$ cat src/rtl/mm_seq_pkg.sv
package mm_seq_pkg;

    typedef enum logic [2:0] {
        PH_IDLE   = 3'd0,
        PH_WLOAD  = 3'd1,
        PH_STREAM = 3'd2,
        PH_DRAIN  = 3'd3,
        PH_DONE   = 3'd4
    } phase_e;

    function automatic int wload_len(input int n);
        return n;
    endfunction

    function automatic int stream_len(input int n);
        return 2 * n - 1;
    endfunction

    function automatic int drain_len(input int n);
        return n - 1;
    endfunction

    function automatic int step_w(input int n);
        return $clog2(2 * n - 1);
    endfunction

endpackage

$ cat src/rtl/mm_phase_fsm.sv
module mm_phase_fsm
    import mm_seq_pkg::*;
#(
    parameter int ARR_N = 4,
    localparam int SW = step_w(ARR_N)
) (
    input  logic          clk,
    input  logic          rst,
    input  logic          start,
    output phase_e        phase_q,
    output logic [SW-1:0] cnt_q
);
    localparam logic [SW-1:0] WL_LAST = SW'(wload_len(ARR_N) - 1);
    localparam logic [SW-1:0] ST_LAST = SW'(stream_len(ARR_N) - 1);
    localparam logic [SW-1:0] DR_LAST = SW'(drain_len(ARR_N) - 1);

    phase_e phase_d;

    always_comb begin
        phase_d = phase_q;
        unique case (phase_q)
            PH_IDLE:   if (start)            phase_d = PH_WLOAD;
            PH_WLOAD:  if (cnt_q == WL_LAST) phase_d = PH_STREAM;
            PH_STREAM: if (cnt_q == ST_LAST) phase_d = PH_DRAIN;
            PH_DRAIN:  if (cnt_q == DR_LAST) phase_d = PH_DONE;
            PH_DONE:                         phase_d = PH_IDLE;
            default:                         phase_d = PH_IDLE;
        endcase
    end

    always_ff @(posedge clk) begin
        if (rst) begin
            phase_q <= PH_IDLE;
            cnt_q   <= '0;
        end else begin
            phase_q <= phase_d;
            cnt_q   <= (phase_d != phase_q) ? '0 : cnt_q + 1'b1;
        end
    end


    start_take_chk: assert property (@(posedge clk) disable iff (rst)
        (phase_q == PH_IDLE && start) |=> phase_q == PH_WLOAD);


    idle_hold_chk: assert property (@(posedge clk) disable iff (rst)
        (phase_q == PH_IDLE && !start) |=> phase_q == PH_IDLE);


    drain_entry_chk: assert property (@(posedge clk) disable iff (rst)
        (phase_q == PH_DRAIN && cnt_q == '0) |-> $past(phase_q) == PH_STREAM);

endmodule

$ cat src/rtl/mm_skew_gen.sv
module mm_skew_gen
    import mm_seq_pkg::*;
#(
    parameter int ARR_N = 4,
    localparam int SW = step_w(ARR_N)
) (
    input  phase_e           phase,
    input  logic [SW-1:0]    cnt,
    output logic [SW-1:0]    step,
    output logic [ARR_N-1:0] row_en
);
    logic streaming;
    assign streaming = (phase == PH_STREAM);
    assign step      = streaming ? cnt : '0;

    for (genvar r = 0; r < ARR_N; r++) begin : g_row
        assign row_en[r] = streaming && (int'(cnt) >= r) && (int'(cnt) <= r + ARR_N - 1);
    end

endmodule

$ cat src/rtl/mm_capture_gen.sv
module mm_capture_gen
    import mm_seq_pkg::*;
#(
    parameter int ARR_N = 4,
    localparam int SW = step_w(ARR_N)
) (
    input  logic             clk,
    input  logic             rst,
    input  phase_e           phase,
    input  logic [SW-1:0]    cnt,
    output logic [ARR_N-1:0] col_strb
);
    localparam int GW = SW + 1;

    logic          active;
    logic [GW-1:0] gstep;

    assign active = (phase == PH_STREAM) || (phase == PH_DRAIN);
    assign gstep  = (phase == PH_DRAIN) ? GW'(stream_len(ARR_N)) + GW'(cnt) : GW'(cnt);

    for (genvar c = 0; c < ARR_N; c++) begin : g_col
        assign col_strb[c] = active && (gstep == GW'(2 * ARR_N - 2 + c));
    end


    strb_onehot_chk: assert property (@(posedge clk) disable iff (rst)
        $onehot0(col_strb));


    strb_last_chk: assert property (@(posedge clk) disable iff (rst)
        col_strb[ARR_N-1] |=> phase == PH_DONE);

endmodule

$ cat src/rtl/mm_phase_seq.sv
module mm_phase_seq
    import mm_seq_pkg::*;
#(
    parameter int ARR_N = 4,
    localparam int SW = step_w(ARR_N),
    localparam int CW = $clog2(ARR_N)
) (
    input  logic             clk,
    input  logic             rst,
    input  logic             start,
    output logic [2:0]       phase_o,
    output logic             wload_en,
    output logic [CW-1:0]    wload_col,
    output logic [SW-1:0]    stream_step,
    output logic [ARR_N-1:0] act_en,
    output logic [ARR_N-1:0] cap_strb,
    output logic             done
);
    phase_e        phase;
    logic [SW-1:0] cnt;

    mm_phase_fsm #(.ARR_N(ARR_N)) u_fsm (
        .clk     (clk),
        .rst     (rst),
        .start   (start),
        .phase_q (phase),
        .cnt_q   (cnt)
    );

    mm_skew_gen #(.ARR_N(ARR_N)) u_skew (
        .phase  (phase),
        .cnt    (cnt),
        .step   (stream_step),
        .row_en (act_en)
    );

    mm_capture_gen #(.ARR_N(ARR_N)) u_cap (
        .clk      (clk),
        .rst      (rst),
        .phase    (phase),
        .cnt      (cnt),
        .col_strb (cap_strb)
    );

    assign phase_o   = phase;
    assign wload_en  = (phase == PH_WLOAD);
    assign wload_col = wload_en ? cnt[CW-1:0] : '0;
    assign done      = (phase == PH_DONE);


    col_step_chk: assert property (@(posedge clk) disable iff (rst)
        (wload_en && wload_col != CW'(ARR_N - 1)) |=> wload_en && wload_col == $past(wload_col) + 1'b1);


    done_pulse_chk: assert property (@(posedge clk) disable iff (rst)
        done |=> !done && phase_o == 3'd0);


    act_phase_chk: assert property (@(posedge clk) disable iff (rst)
        (act_en != '0) |-> phase_o == 3'd2);


    wload_phase_chk: assert property (@(posedge clk) disable iff (rst)
        (phase_o != 3'd1) |-> (!wload_en && wload_col == '0));

endmodule

$ cat config.mk
export PLATFORM = sky130hd
export DESIGN_NAME = mm_phase_seq
export DESIGN_NICKNAME = d
export VERILOG_FILES = /design/src/rtl/mm_seq_pkg.sv /design/src/rtl/mm_phase_fsm.sv /design/src/rtl/mm_skew_gen.sv /design/src/rtl/mm_capture_gen.sv /design/src/rtl/mm_phase_seq.sv
export SDC_FILE = /design/constraint.sdc
export NUM_CORES = 1
export LEC_CHECK = 0
export BUFFER_PORTS_ARGS = -buffer_cell sky130_fd_sc_hd__buf_4
export CELL_PAD_IN_SITES_DETAIL_PLACEMENT = 0
export CELL_PAD_IN_SITES_GLOBAL_PLACEMENT = 1
export CORE_AREA = 2 2 46 48
export DETAILED_ROUTE_END_ITERATION = 16
export DIE_AREA = 0 0 48 50
export GPL_ROUTABILITY_DRIVEN = 0
export GPL_TIMING_DRIVEN = 0
export PLACE_DENSITY = 0.81
export SLEW_MARGIN = 15
export SYNTH_ARGS = -nofsm -noshare
export SYNTH_HDL_FRONTEND = slang
export SYNTH_SLANG_ARGS = --single-unit
$ cat constraint.sdc
create_clock -name clk -period 2 [get_ports clk]
set_input_delay 0.4 -clock clk [delete_from_list [all_inputs] [get_ports clk]]
set_output_delay 0.4 -clock clk [all_outputs]
set_load 0.03 [all_outputs]
**Yosys cells after proc, flatten, opt, wreduce, memory -nomap -nowiden**

Cells that the tools add are included.

- $add $sub $neg: 2
- Magnitude comparators: 7
- Equality and inequality tests: 12
- Mux-type cells: 8
- Reduce and logical (&&, ||, !) cells: 14

Operator list:

| operator | count |
|---|---|
| $mux 3 | 5 |
| $eq 3x2->1 const B | 4 |
| $pmux 3 s4 | 1 |
| $logic_and 1x1->1 | 11 |
| $le 3x3->1 const B | 3 |
| $eq 4x3->1 const B | 2 |
| $eq 4x4->1 const B | 2 |
| $eq 3x3->1 const B | 2 |
| $ge 3x2->1 const B | 2 |
| $add 3x3->4 const A | 1 |
| $mux 4 | 1 |
| $add 3x1->3 const B | 1 |
| $eq 3x1->1 const B | 1 |
| $ge 3x1->1 const B | 1 |
| $le 3x2->1 const B | 1 |
| $logic_not 3->1 | 1 |
| $ne 3x3->1 | 1 |
| $mux 2 | 1 |
| $reduce_or 2->1 | 1 |
| $logic_or 1x1->1 | 1 |

- Flip-flop bits (word level): 6
- Output and inout bits: 18
- Word-level logic and storage cells: 45

**Depth between registers and ports, before layout**

- Depth after elaboration: 5
- Mapped depth: 6

**Cells and area by module**

From an unflattened synthesis, not the netlist that was laid out.

- Cells, all modules: 62
- Area, all modules: 536.8 µm²

Modules (own cells, without submodules):

| module | instances | cells each | area an instance (µm²) |
|---|---|---|---|
| mm_phase_fsm | 1 | 29 | 284.0 |
| mm_capture_gen | 1 | 15 | 118.9 |
| mm_skew_gen | 1 | 14 | 93.8 |
| mm_phase_seq | 1 | 4 | 40.0 |

**Least setup slack after synthesis**

No wires, ideal clock.

- Kind: register to output
- Start: register u_fsm.cnt_q[0]
- End: output cap_strb[0]
- Arrival time: 2.072 ns
- Slack: -0.472 ns
- Cell stages (with the launch flop): 7
- Buffers on the path: 1
- Cell sequence: dfxtp_1 > buf_2 > inv_1 > ha_1 > nand2b_1 > a211o_1 > a211oi_1

- Cells in the longest elaborated chain, start to end: 4

Ends and longest elaborated chain:

| what | RTL line | source |
|---|---|---|
| from (decl) | mm_phase_fsm.sv:11 | `output logic [SW-1:0] cnt_q` |
| from (signal assigned) | mm_phase_fsm.sv:37 | `cnt_q <= (phase_d != phase_q) ? '0 : cnt_q + 1'b1;` |
| $add 3x3->4 | mm_capture_gen.sv:19 | `assign gstep = (phase == PH_DRAIN) ? GW'(stream_len(ARR_N)) + GW'(cnt) : GW'(cnt);` |
| $mux 4 * | mm_capture_gen.sv:19 |  |
| $eq 4x3->1 * | mm_capture_gen.sv:22 | `assign col_strb[c] = active && (gstep == GW'(2 * ARR_N - 2 + c));` |
| $logic_and 1x1->1 * | mm_capture_gen.sv:22 |  |
| to (decl) | mm_phase_seq.sv:16 | `output logic [ARR_N-1:0] cap_strb,` |

Mark *: on every way between the ends. The rest lies on a longest branch, timed or not.

**Worst setup path in the final report**

Ends and elaborated chain as after synthesis.

==> reports/metrics.cfg <==
[worst_setup_path]
worstSetupPathDepth=7
critical_path_buf_inv_count=3
critPathTopFamily=compound AO/OA/AOI/OAI gates
slowest_stage=dfxtp_2
crit_path_max_fanout=3
path_cells=buf_6 -> inv_6 -> ha_4 -> nand2b_4 -> a211o_1 -> a211oi_2 -> buf_4
worst-setup-path-type=reg2out
cp.arrival_ns=1.70
worst-r2r-cell-count=5
end_kind=output port
worstPathRequired_ns=1.60
crit_path_max_incr_delay_ns=0.33
cp-start-kind=register

[layout]
drive_gt1_share_pct=46.36
multi_input_comb_area_um2=474.2
antenna_cells=0
area_growth_pct=61.26
final_cells=137
fill_cells=170
final_nets=120
seq_area_um2=126.4

[synth]
ys_ff_latch=6
synth_cell_types=29
syn_area_per_cell_um2=7.523
yosys_warnings=0
ys_seq_area_share_pct=20.21
synth_nets=87
netlist_instances=79
synth_area_um2=594.3

[drt]
via_count=684
finalWirelength_um=1660
ant_nets=0
drt_iter0_drc=9
routedWlPerCell_um=12.12
drc=0
drt_pass1_iterations=4
via_per_inst=4.993

[grt]
grt_overflow=0
gr-usage-all-layers_pct=15.34
grt_pass1_wl_um=2670
grt_max_degree=11
antenna_found_initial=0
grt_pass1_vias=597

[floorplan]
dieArea_um2=2400
die_y_um=50
die_w_um=48
initial_utilization_pct=31.25
core.rowCount=16
io_pins=21
core-area_um2=1902

[placement]
dpl_worst_slack_ns=-0.09993
dp_cells=126
hpwlAfterDp_um=1147
io_buffers=20

[clock_tree]
cts_max_level=1
path_clk_slew_ns=0.04
clk_latency_ns=0.24
clockBufferDepth=2
root_buffer=clkbuf_4
cts_tree=yes
cts.hold.buffers_added=0
cts_made_buffers=3
cts.sinks=6

[power_and_ir_drop]
seq_power_share_pct=32.8
switchingPower_uw=136.9
ir_drop_v=0.0002333
clkPwrFrac_pct=27.7
p_int_uw=267.5
netSwitchingFraction_pct=33.85
pwr-share-comb_pct=39.5
power.density_nw_per_um2=422.0
leakagePower_nw=0.3995

[timing]
max_freq_mhz=476.9
timing_hold_violations_final=0
tightest_slew_ns=0.2929
final-setup-viol-count=2
fin_ws_ns=-0.09692
fin_skew_ns=0.0007429
slew_viol_final=0
rsz0062_at_grt=true
layout_min_cycle_time_ns=2.097
fin_crit_sh_pct=104.8
slew_headroom_pct=80.40
setup_tns_ns=-0.1824

[status]
violations=negative setup slack
status=finished with violations

[hold_path]
whs_path_depth=2
worst_hold_path_type=in2reg

[flow_run]
cap_violations=0

[per-stage QoR]
stage | util [%] | power [mW] | area, um2 | hold WS (ns)
6_report | 50.39 | 0.4044 | 958.4 | 0.3233
5_1_grt | 50.39 | 0.4266 | 958.4 | 0.3259
4_1_cts | 47.63 | 0.3990 | 905.9 | 0.3203
3_5_place_dp | 42.57 | 0.2558 | 809.5 | 0.5733
3_3_place_gp | 42.57 | 0.2560 | 809.5 | 0.5771
2_1_floorplan | - | 0.2246 | 625.6 | 0.4793
[power by group through the flow]
| stage | registers (mW) | logic, mW | clock network (mW) |
|---|---|---|---|
| 2_1_floorplan | 0.141 | 0.0834 | 0 |
| 3_3_place_gp | 0.140 | 0.116 | 0 |
| 3_5_place_dp | 0.140 | 0.116 | 0 |
| 4_1_cts | 0.133 | 0.154 | 0.113 |
| 5_1_grt | 0.134 | 0.176 | 0.117 |
| 6_report | 0.133 | 0.160 | 0.112 |
[cell usage after synthesis]
| cell | instances | area share, % |
|---|---|---|
| a2bb2oi_1 | 1 | 1.5 |
| and3b_1 | 1 | 1.5 |
| or3b_1 | 2 | 2.9 |
| o2111ai_1 | 1 | 1.5 |
| ha_1 | 5 | 11 |
| o21ai_1 | 1 | 0.84 |
| nand3_1 | 2 | 1.7 |
| nand3b_1 | 2 | 2.5 |
| a31oi_1 | 1 | 1.1 |
| a211oi_1 | 2 | 2.5 |
| buf_6 | 2 | 3.8 |
| dfxtp_1 | 6 | 20 |
| nor3b_1 | 3 | 3.8 |
| nor2_1 | 10 | 6.3 |
| o211a_1 | 1 | 1.7 |
| buf_2 | 4 | 3.4 |
| a211o_1 | 1 | 1.5 |
| inv_1 | 4 | 2.5 |
| nor4_1 | 2 | 2.1 |
| a21boi_1 | 3 | 3.8 |
| nor2b_1 | 2 | 2.1 |
| nand2b_1 | 5 | 5.3 |
| o2111ai_2 | 1 | 2.5 |
| a21oi_1 | 6 | 5.1 |
| o21bai_1 | 1 | 1.3 |
| o311a_1 | 1 | 1.7 |
| nand2_1 | 5 | 3.2 |
| o21ai_0 | 1 | 0.84 |
| nor3_1 | 3 | 2.5 |
[sequential cells by signal (all words and copies together), names as in the netlist]
signal / cells
u_fsm.cnt_q: 3
u_fsm.phase_q: 3
[area by class of cell]
cell class / count / area share [%]
multi-input combinational: 63 / 49.48
timing repair buffer: 28 / 22.72
sequential: 6 / 13.19
buffer: 6 / 6.266
tap: 27 / 3.525
inverter: 4 / 2.480
clock buffer: 3 / 2.350
[placed cells by master, fill, tap and decap left out, drive strengths merged]
cell / instances
inv: 3
o21bai: 1
o211a: 1
a2bb2oi: 1
o2111ai: 2
nor2: 10
nor2b: 2
nor4: 2
nand2b: 5
ha: 5
nor3: 3
dfxtp: 6
and3b: 1
a21boi: 3
a211oi: 2
nor3b: 3
a31oi: 1
o21ai: 2
nand2: 5
nand3: 2
o311a: 1
clkbuf: 4
or3b: 2
clkinvlp: 1
buf: 33
nand3b: 2
a211o: 1
a21oi: 6
[logic make-up after synthesis]
kind of cell	count (synthesis)	synth area share, %
adder cells (fa/ha/maj)	5	10.53
buffers and inverters	10	9.683
AND/OR/NAND/NOR	37	33.89
flip-flops	6	20.21
AO/OA/AOI/OAI	21	25.68
[routing by layer]
layer / global-route usage, % / share of wire, % / up-vias
li1: - / - / 350
met1: 20.93 / 48 / 322
met2: 22.44 / 51 / 10
met3: 2.198 / 1.2 / 2
met4: 8.108 / 0.36 / 0
met5: 0 / 0 / -
[path summary, 6_finish.rpt]
kind / end / startpoint / slack (ns)
setup / recovery: cap_strb[0] / u_fsm.cnt_q[0] / -0.1
hold / removal: u_fsm.phase_q[2] / rst / 0.32
setup reg to reg: u_fsm.cnt_q[2] / u_fsm.cnt_q[0] / 0.45
hold reg to reg: u_fsm.phase_q[2] / u_fsm.phase_q[0] / 0.58
[what timing repair did]
action | 4_1_cts | 5_1_grt
setup endpoints to repair | 4 | 4
buffers inserted | 5 | 3
pin swaps | 4 | 2
gates resized for setup | 11 | 9
Note: power is estimated with default switching activity, not from simulation.
